==> src/rtl/tw_pkg.sv <==
package tw_pkg;

   typedef enum logic [1:0] {
      ST_CMD   = 2'd0,
      ST_WDATA = 2'd1,
      ST_RDATA = 2'd2,
      ST_SKIP  = 2'd3
   } tw_state_e;

   typedef struct packed {
      logic       valid;
      logic       ram;
      logic [4:0] addr;
      logic       rd;
   } tw_cmd_t;

   function automatic tw_cmd_t tw_decode(input logic [7:0] b);
      tw_cmd_t c;
      c.valid = b[7];
      c.ram   = b[6];
      c.addr  = b[5:1];
      c.rd    = b[0];
      return c;
   endfunction

endpackage

==> src/rtl/tw_sync.sv <==
module tw_sync #(
   parameter int STAGES = 2,
   parameter int W      = 3
) (
   input  logic         clk,
   input  logic         rst_n,
   input  logic [W-1:0] d,
   output logic [W-1:0] q
);

   generate
      if (STAGES == 0) begin : g_bypass
         assign q = d;
      end else begin : g_chain
         logic [W-1:0] ff [STAGES];
         always_ff @(posedge clk or negedge rst_n) begin
            if (!rst_n) begin
               for (int i = 0; i < STAGES; i++) ff[i] <= '0;
            end else begin
               ff[0] <= d;
               for (int i = 1; i < STAGES; i++) ff[i] <= ff[i-1];
            end
         end
         assign q = ff[STAGES-1];
      end
   endgenerate

endmodule

==> src/rtl/tw_addr_seq.sv <==
module tw_addr_seq #(
   parameter int ADDR_W    = 5,
   parameter int CLK_REGS  = 8,
   parameter int RAM_BYTES = 24
) (
   input  logic              clk,
   input  logic              rst_n,
   input  logic              load,
   input  logic [ADDR_W-1:0] ld_addr,
   input  logic              ld_ram,
   input  logic              advance,
   output logic [ADDR_W-1:0] addr,
   output logic              burst,
   output logic              ram
);

   localparam logic [ADDR_W-1:0] BURST_CODE = '1;
   localparam logic [ADDR_W-1:0] CLK_LAST   = ADDR_W'(CLK_REGS - 1);
   localparam logic [ADDR_W-1:0] RAM_LAST   = ADDR_W'(RAM_BYTES - 1);

   logic [ADDR_W-1:0] last;
   assign last = ram ? RAM_LAST : CLK_LAST;

   always_ff @(posedge clk or negedge rst_n) begin
      if (!rst_n) begin
         addr  <= '0;
         burst <= 1'b0;
         ram   <= 1'b0;
      end else if (load) begin
         addr  <= (ld_addr == BURST_CODE) ? '0 : ld_addr;
         burst <= (ld_addr == BURST_CODE);
         ram   <= ld_ram;
      end else if (advance && burst) begin
         addr  <= (addr == last) ? '0 : addr + 1'b1;
      end
   end


   burst_range_chk: assert property (@(posedge clk) disable iff (!rst_n)
      burst |-> (addr <= last));


   burst_wrap_chk: assert property (@(posedge clk) disable iff (!rst_n)
      (advance && burst && !load && addr == last) |=> (addr == '0));

endmodule

==> src/rtl/tw_serial_slave.sv <==
module tw_serial_slave #(
   parameter int CLK_REGS    = 8,
   parameter int RAM_BYTES   = 24,
   parameter int CTRL_ADDR   = 7,
   parameter int SYNC_STAGES = 2
) (
   input  logic       clk,
   input  logic       rst_n,
   input  logic       ce,
   input  logic       sclk,
   input  logic       sdio_i,
   output logic       sdio_o,
   output logic       sdio_oe,
   output logic       reg_we,
   output logic       reg_space,
   output logic [4:0] reg_addr,
   output logic [7:0] reg_wdata,
   input  logic [7:0] reg_rdata
);
   import tw_pkg::*;

   localparam int ADDR_W = 5;
   localparam int DATA_W = 8;
   localparam int CNT_W  = $clog2(DATA_W);
   localparam logic [CNT_W-1:0]  LAST_BIT = CNT_W'(DATA_W - 1);
   localparam logic [ADDR_W-1:0] CTRL_A   = ADDR_W'(CTRL_ADDR);

   generate
      if (CLK_REGS < 1 || CLK_REGS >= (1 << ADDR_W)) begin : g_bad_clk
         $error("CLK_REGS out of range");
      end
      if (RAM_BYTES < 1 || RAM_BYTES >= (1 << ADDR_W)) begin : g_bad_ram
         $error("RAM_BYTES out of range");
      end
      if (CTRL_ADDR < 0 || CTRL_ADDR >= CLK_REGS) begin : g_bad_ctrl
         $error("CTRL_ADDR must lie inside the clock space");
      end
      if (SYNC_STAGES < 0 || SYNC_STAGES > 4) begin : g_bad_sync
         $error("SYNC_STAGES must be 0 to 4");
      end
   endgenerate

   logic [2:0] sync_q;
   logic       ce_s, sclk_s, din_s, sclk_q;
   logic       rise, fall;

   tw_sync #(.STAGES(SYNC_STAGES), .W(3)) u_sync (
      .clk   (clk),
      .rst_n (rst_n),
      .d     ({ce, sclk, sdio_i}),
      .q     (sync_q)
   );
   assign {ce_s, sclk_s, din_s} = sync_q;

   always_ff @(posedge clk or negedge rst_n) begin
      if (!rst_n) sclk_q <= 1'b0;
      else        sclk_q <= sclk_s;
   end
   assign rise = ce_s &&  sclk_s && !sclk_q;
   assign fall = ce_s && !sclk_s &&  sclk_q;

   tw_state_e        st;
   logic [CNT_W-1:0] bit_cnt;
   logic [7:0]       rx_sh, tx_sh, rx_next, rd_byte;
   tw_cmd_t          cmd_q, cmd_next;
   logic             oe_q, wp_q, we_q;
   logic [7:0]       wdata_q;
   logic [4:0]       wr_addr_q;
   logic             byte_done, cmd_done, advance;
   logic [4:0]       seq_addr;
   logic             seq_burst, seq_ram;

   assign rx_next   = {din_s, rx_sh[7:1]};
   assign cmd_next  = tw_decode(rx_next);
   assign byte_done = rise && (bit_cnt == LAST_BIT);
   assign cmd_done  = byte_done && (st == ST_CMD);
   assign advance   = byte_done && (st == ST_WDATA || st == ST_RDATA);

   tw_addr_seq #(.ADDR_W(ADDR_W), .CLK_REGS(CLK_REGS), .RAM_BYTES(RAM_BYTES)) u_seq (
      .clk     (clk),
      .rst_n   (rst_n),
      .load    (cmd_done && ce_s),
      .ld_addr (cmd_next.addr),
      .ld_ram  (cmd_next.ram),
      .advance (advance && ce_s),
      .addr    (seq_addr),
      .burst   (seq_burst),
      .ram     (seq_ram)
   );

   assign rd_byte = (!seq_ram && seq_addr == CTRL_A) ? {wp_q, 7'b0000000} : reg_rdata;

   always_ff @(posedge clk or negedge rst_n) begin
      if (!rst_n) begin
         st        <= ST_CMD;
         bit_cnt   <= '0;
         rx_sh     <= '0;
         tx_sh     <= '0;
         cmd_q     <= '0;
         oe_q      <= 1'b0;
         wp_q      <= 1'b0;
         we_q      <= 1'b0;
         wdata_q   <= '0;
         wr_addr_q <= '0;
      end else begin
         we_q <= 1'b0;
         if (!ce_s) begin
            st      <= ST_CMD;
            bit_cnt <= '0;
            oe_q    <= 1'b0;
         end else begin
            unique case (st)
               ST_CMD: if (rise) begin
                  rx_sh   <= rx_next;
                  bit_cnt <= bit_cnt + 1'b1;
                  if (byte_done) begin
                     cmd_q <= cmd_next;
                     if (!cmd_next.valid)  st <= ST_SKIP;
                     else if (cmd_next.rd) st <= ST_RDATA;
                     else                  st <= ST_WDATA;
                  end
               end
               ST_WDATA: if (rise) begin
                  rx_sh   <= rx_next;
                  bit_cnt <= bit_cnt + 1'b1;
                  if (byte_done) begin
                     if (!seq_ram && seq_addr == CTRL_A) begin
                        wp_q <= rx_next[7];
                     end else if (!wp_q) begin
                        we_q      <= 1'b1;
                        wdata_q   <= rx_next;
                        wr_addr_q <= seq_addr;
                     end
                     if (!seq_burst) st <= ST_SKIP;
                  end
               end
               ST_RDATA: begin
                  if (fall) begin
                     if (bit_cnt == '0) begin
                        tx_sh <= rd_byte;
                        oe_q  <= 1'b1;
                     end else begin
                        tx_sh <= {1'b0, tx_sh[7:1]};
                     end
                  end
                  if (rise) begin
                     bit_cnt <= bit_cnt + 1'b1;
                     if (byte_done && !seq_burst) begin
                        st   <= ST_SKIP;
                        oe_q <= 1'b0;
                     end
                  end
               end
               default: ;
            endcase
         end
      end
   end

   assign sdio_o    = tx_sh[0];
   assign sdio_oe   = oe_q;
   assign reg_we    = we_q;
   assign reg_wdata = wdata_q;
   assign reg_addr  = we_q ? wr_addr_q : seq_addr;
   assign reg_space = seq_ram;


   oe_release_chk: assert property (@(posedge clk) disable iff (!rst_n)
      !ce_s |=> !sdio_oe);


   oe_dir_chk: assert property (@(posedge clk) disable iff (!rst_n)
      sdio_oe |-> (cmd_q.rd && cmd_q.valid));


   wp_gate_chk: assert property (@(posedge clk) disable iff (!rst_n)
      reg_we |-> !wp_q);


   we_pulse_chk: assert property (@(posedge clk) disable iff (!rst_n)
      reg_we |=> !reg_we);


   skip_quiet_chk: assert property (@(posedge clk) disable iff (!rst_n)
      (st == ST_SKIP && !cmd_q.valid) |-> (!reg_we && !sdio_oe));

endmodule

==> config.mk <==
export PLATFORM = sky130hd
export DESIGN_NAME = tw_serial_slave
export DESIGN_NICKNAME = d
export VERILOG_FILES = /design/src/rtl/tw_pkg.sv /design/src/rtl/tw_sync.sv /design/src/rtl/tw_addr_seq.sv /design/src/rtl/tw_serial_slave.sv
export SDC_FILE = /design/constraint.sdc
export NUM_CORES = 1
export LEC_CHECK = 0
export ABC_AREA = 1
export BUFFER_PORTS_ARGS = -buffer_cell sky130_fd_sc_hd__clkbuf_2
export CAP_MARGIN = 20
export CORE_AREA = 2 2 68 70
export CTS_BUF_LIST = sky130_fd_sc_hd__clkbuf_8
export CTS_CLUSTER_DIAMETER = 150
export DETAILED_ROUTE_END_ITERATION = 12
export DIE_AREA = 0 0 70 72
export PLACE_DENSITY = 0.79
export SLEW_MARGIN = 0
export SYNTH_ARGS = -nofsm -noshare
export SYNTH_HDL_FRONTEND = slang
export SYNTH_SLANG_ARGS = --single-unit
export TNS_END_PERCENT = 20
==> constraint.sdc <==
create_clock -name clk -period 1.6 [get_ports clk]
set_input_delay 0.08 -clock clk [delete_from_list [all_inputs] [get_ports clk]]
set_output_delay 0.08 -clock clk [all_outputs]
set_load 0.1 [all_outputs]
==> impl_summary.txt <==
----------------------------------------------------
[Status]
  Run status ... complete, no violations

[Routing]
  Residual antenna-violating net count after detailed routing ... 0
  Violation count after the first detailed-route iteration ... 135
  DRC viols ... 0
  Routed wire per std cell ... 12.79 µm
  Final WL ... 5041 µm
  Total vias in the final route ... 2,065
  First-pass iteration count of the detailed router ... 4
  Via count normalized by instance count ... 5.241

[Pwr]
  Relative contribution of sequential cells to total power ... 0.507
  Power per Cell Area ... 1089 mW/mm²
  Proportion of power drawn by combinational gates ... 0.271
  Internal Power ... 2152 µW
  P_sw ... 1140 µW
  Largest voltage drop on the vdd net ... 734.3 µV
  Sw Share ... 0.3463
  Leak Pwr ... 0.001601 µW
  Power share of the clock group ... 0.223

[GRT]
  GR Util All Layers ... 0.2148
  Number of global-route vias before repair ... 1,919
  Residual overflow from global routing ... 0
  Global-route wire length before repair ... 8528 µm
  Largest net degree at the start of global routing ... 35
  Number of antenna violations at the first check in global routing ... 0

[Timing]
  Post-route clock period utilization ... 0.9537
  Final worst slack ... 0.07402 ns
  Worst hold slack ... 0.01768 ns
  Final Critical Period ... 1.526 ns
  Worst max-slew margin expressed relative to the limit ... 0.6359
  Final clock skew ... 0.005480 ns
  Total count of hold-check failures in the final report ... 0
  Transition at the pin with the smallest max-transition slack ... 0.5484 ns
  Pins over their slew limit ... 0
  FMAX ... 655.3 MHz
  Final setup violating endpoints ... 0

[Clocking]
  Maximum buffer depth of the clock tree ... 2
  Clk root buf ... clkbuf_8
  Latest clock arrival within the worst-skew pair ... 0.30 ns
  Clock buffers created by TritonCTS ... 5
  Clock input transition at the sequential cells of the worst setup and hold paths ... 0.08 ns
  Number of H-tree levels ... 2
  TritonCTS clock tree ... built
  CTS sink cnt ... 50

[Synth]
  Cell variety after synth ... 28
  Number of storage elements in the synthesis netlist ... 50
  Sequential area share after synthesis ... 0.4960
  Number of standard cells after synthesis ... 295
  YS warnings ... 0
  Average instance area after synthesis ... 8.551 µm²
  Post-synthesis instance area ... 0.002522 mm²
  Synth Net Count ... 316

[Worst setup path]
  R2R Setup Slk ... 0.07 ns
  Worst endpoint required time ... 1.79 ns
  Maximum fanout count along the critical path ... 5
  Critical path endpoint category ... register
  Startpoint type of the worst setup path ... register
  Crit-path cells ... buf_4, ha_1, inv_1, nand2_1, nand2_2, mux2_2
  Setup Crit Path Kind ... register to register
  CP peak stage delay ... 0.40 ns
  Slowest-stage cell, CP ... dfrtp_1
  Signal arrival time at the worst endpoint ... 1.72 ns

[Cells and area]
  Area growth syn-to-layout ... 19.79%
  Total Nets Final ... 362
  Non-filler cells in the finished layout ... 394
  Commonest non-fill, non-tap cells in the layout ... 86 x nand2_1, 47 x dfrtp_1, 34 x inv_1
  Commonest non-fill, non-tap cell in the layout ... nand2_1
  # diodes ... 0
  Fraction of layout cells with a size suffix above 1 ... 0.2339

[Floorplan]
  Cell Rows ... 24
  Starting utilization of the core area ... 0.5915
  Width of the die ... 70 µm
  Io pins ... 30
  Height of the die ... 72 µm
  Core outline area ... 0.004264 mm²
  Overall die area ... 0.005040 mm²

[Placed design]
  Placer Congestion ... 0.8940
  Placement-stage worst setup slack ... 0.04418 ns
  Number of port buffers ... 29
  Placed cells ... 377
  Detailed placement HPWL ... 3706 µm

[Job]
  Max-cap check violation count ... 0

[Hold path]
  Tightest Hold Check Type ... input pin to register

----------------------------------------------------
-- final timing paths --
path,startpoint,endpoint,cells after the start
min in group asynchronous,rst_n,u_seq.addr[2],3
max reg2reg,st[0],rx_sh[1],6
max in group asynchronous,rst_n,u_seq.ram,3
min reg2reg,u_sync.g_chain.ff[5],u_sync.q[2],0
max,st[0],rx_sh[1],6
min,reg_rdata[1],tx_sh[1],3
-- metal layers --
metal,vias up,GRT usage,part of all wire
met5,-,0,0
met2,51,0.3450,0.46
met3,7,0.04583,0.042
met4,0,0.08333,0.014
met1,953,0.2899,0.48
li1,1054,-,-
-- power groups by stage --
| stage | Combinational, µW | Clock (µW) | Sequential (µW) |
|---|---|---|---|
| finish | 891 | 733 | 1670 |
| global route | 1010 | 807 | 1690 |
| CTS | 805 | 760 | 1670 |
| detailed placement | 794 | 0 | 1690 |
| global placement | 773 | 0 | 1680 |
| floorplan | 523 | 0 | 1720 |
-- kinds of logic after synthesis --
logic type | synth area share
XOR/XNOR | 0.003473
buffers and inverters | 0.08333
flip-flops | 0.4960
AND/OR/NAND/NOR | 0.2505
multiplexers | 0.01339
AO/OA/AOI/OAI | 0.1136
adder cells (fa/ha/maj) | 0.03968
-- cell type report --
cell class,instances,area [µm²]
tap,52,65.06
clock inverter,2,8.758
fill,330,1242
multi-input combinational,202,1145
inverter,34,127.6
clock buffer,6,82.58
timing repair buffer,48,335.3
sequential,50,1257
-- metrics by stage --
stage | TNS [ns] | instance area [µm²] | total power, µW | utilization
global route | -0.08097 | 3022 | 3508 | 0.7086
finish | 0 | 3022 | 3292 | 0.7086
CTS | 0 | 2937 | 3232 | 0.6887
global placement | 0 | 2805 | 2456 | 0.6579
detailed placement | 0 | 2805 | 2488 | 0.6579
floorplan | -0.3639 | 2561 | 2239 | -
-- synth_stat cells --
library cell,n,share of area
nand2_2,1,0.0025
nand2_1,87,0.13
clkbuf_2,1,0.0020
a22oi_1,6,0.018
a31oi_1,1,0.0025
nand3_2,1,0.0040
nor2_4,2,0.0089
buf_4,1,0.0030
dfrtp_1,50,0.50
o21ai_1,2,0.0040
clkbuf_1,1,0.0015
o21ai_0,31,0.062
nand3_1,23,0.046
nand2_4,3,0.013
nor2_8,1,0.0079
xor2_1,1,0.0035
mux2_2,3,0.013
nand4_1,4,0.0099
nand3_4,1,0.0069
inv_1,33,0.049
nor2_1,10,0.015
nor3_1,1,0.0020
inv_2,1,0.0015
nand4_2,1,0.0050
ha_1,8,0.040
a21oi_1,14,0.028
buf_6,5,0.022
buf_2,2,0.0040
-- critical path: cells and delay by family, from the launching register on --
kind / cells / cell delay [ns]
buffers and inverters: 2 / 0.24
AND/OR/NAND/NOR: 2 / 0.23
flip-flops: 1 / 0.40
adder cells (fa/ha/maj): 1 / 0.20
multiplexers: 1 / 0.34
-- registers in the layout, summed over array words and instances, names as in the netlist, 2 cells and up --
name and flops:
u_seq.addr 5, u_sync.g_chain.ff 3, tx_sh 8, st 2
wr_addr_q 5, u_sync.q 3, rx_sh 7, reg_wdata 8
bit_cnt 3
-- timing repair --
item / CTS / global route
gates resized for setup: 0 / 14
buffers inserted: 0 / 4
hold buffers: 4 / 0
setup endpoints to repair: 0 / 25
endpoints found under the hold margin: 53 / 0
Note: power is estimated with default switching activity, not from simulation.
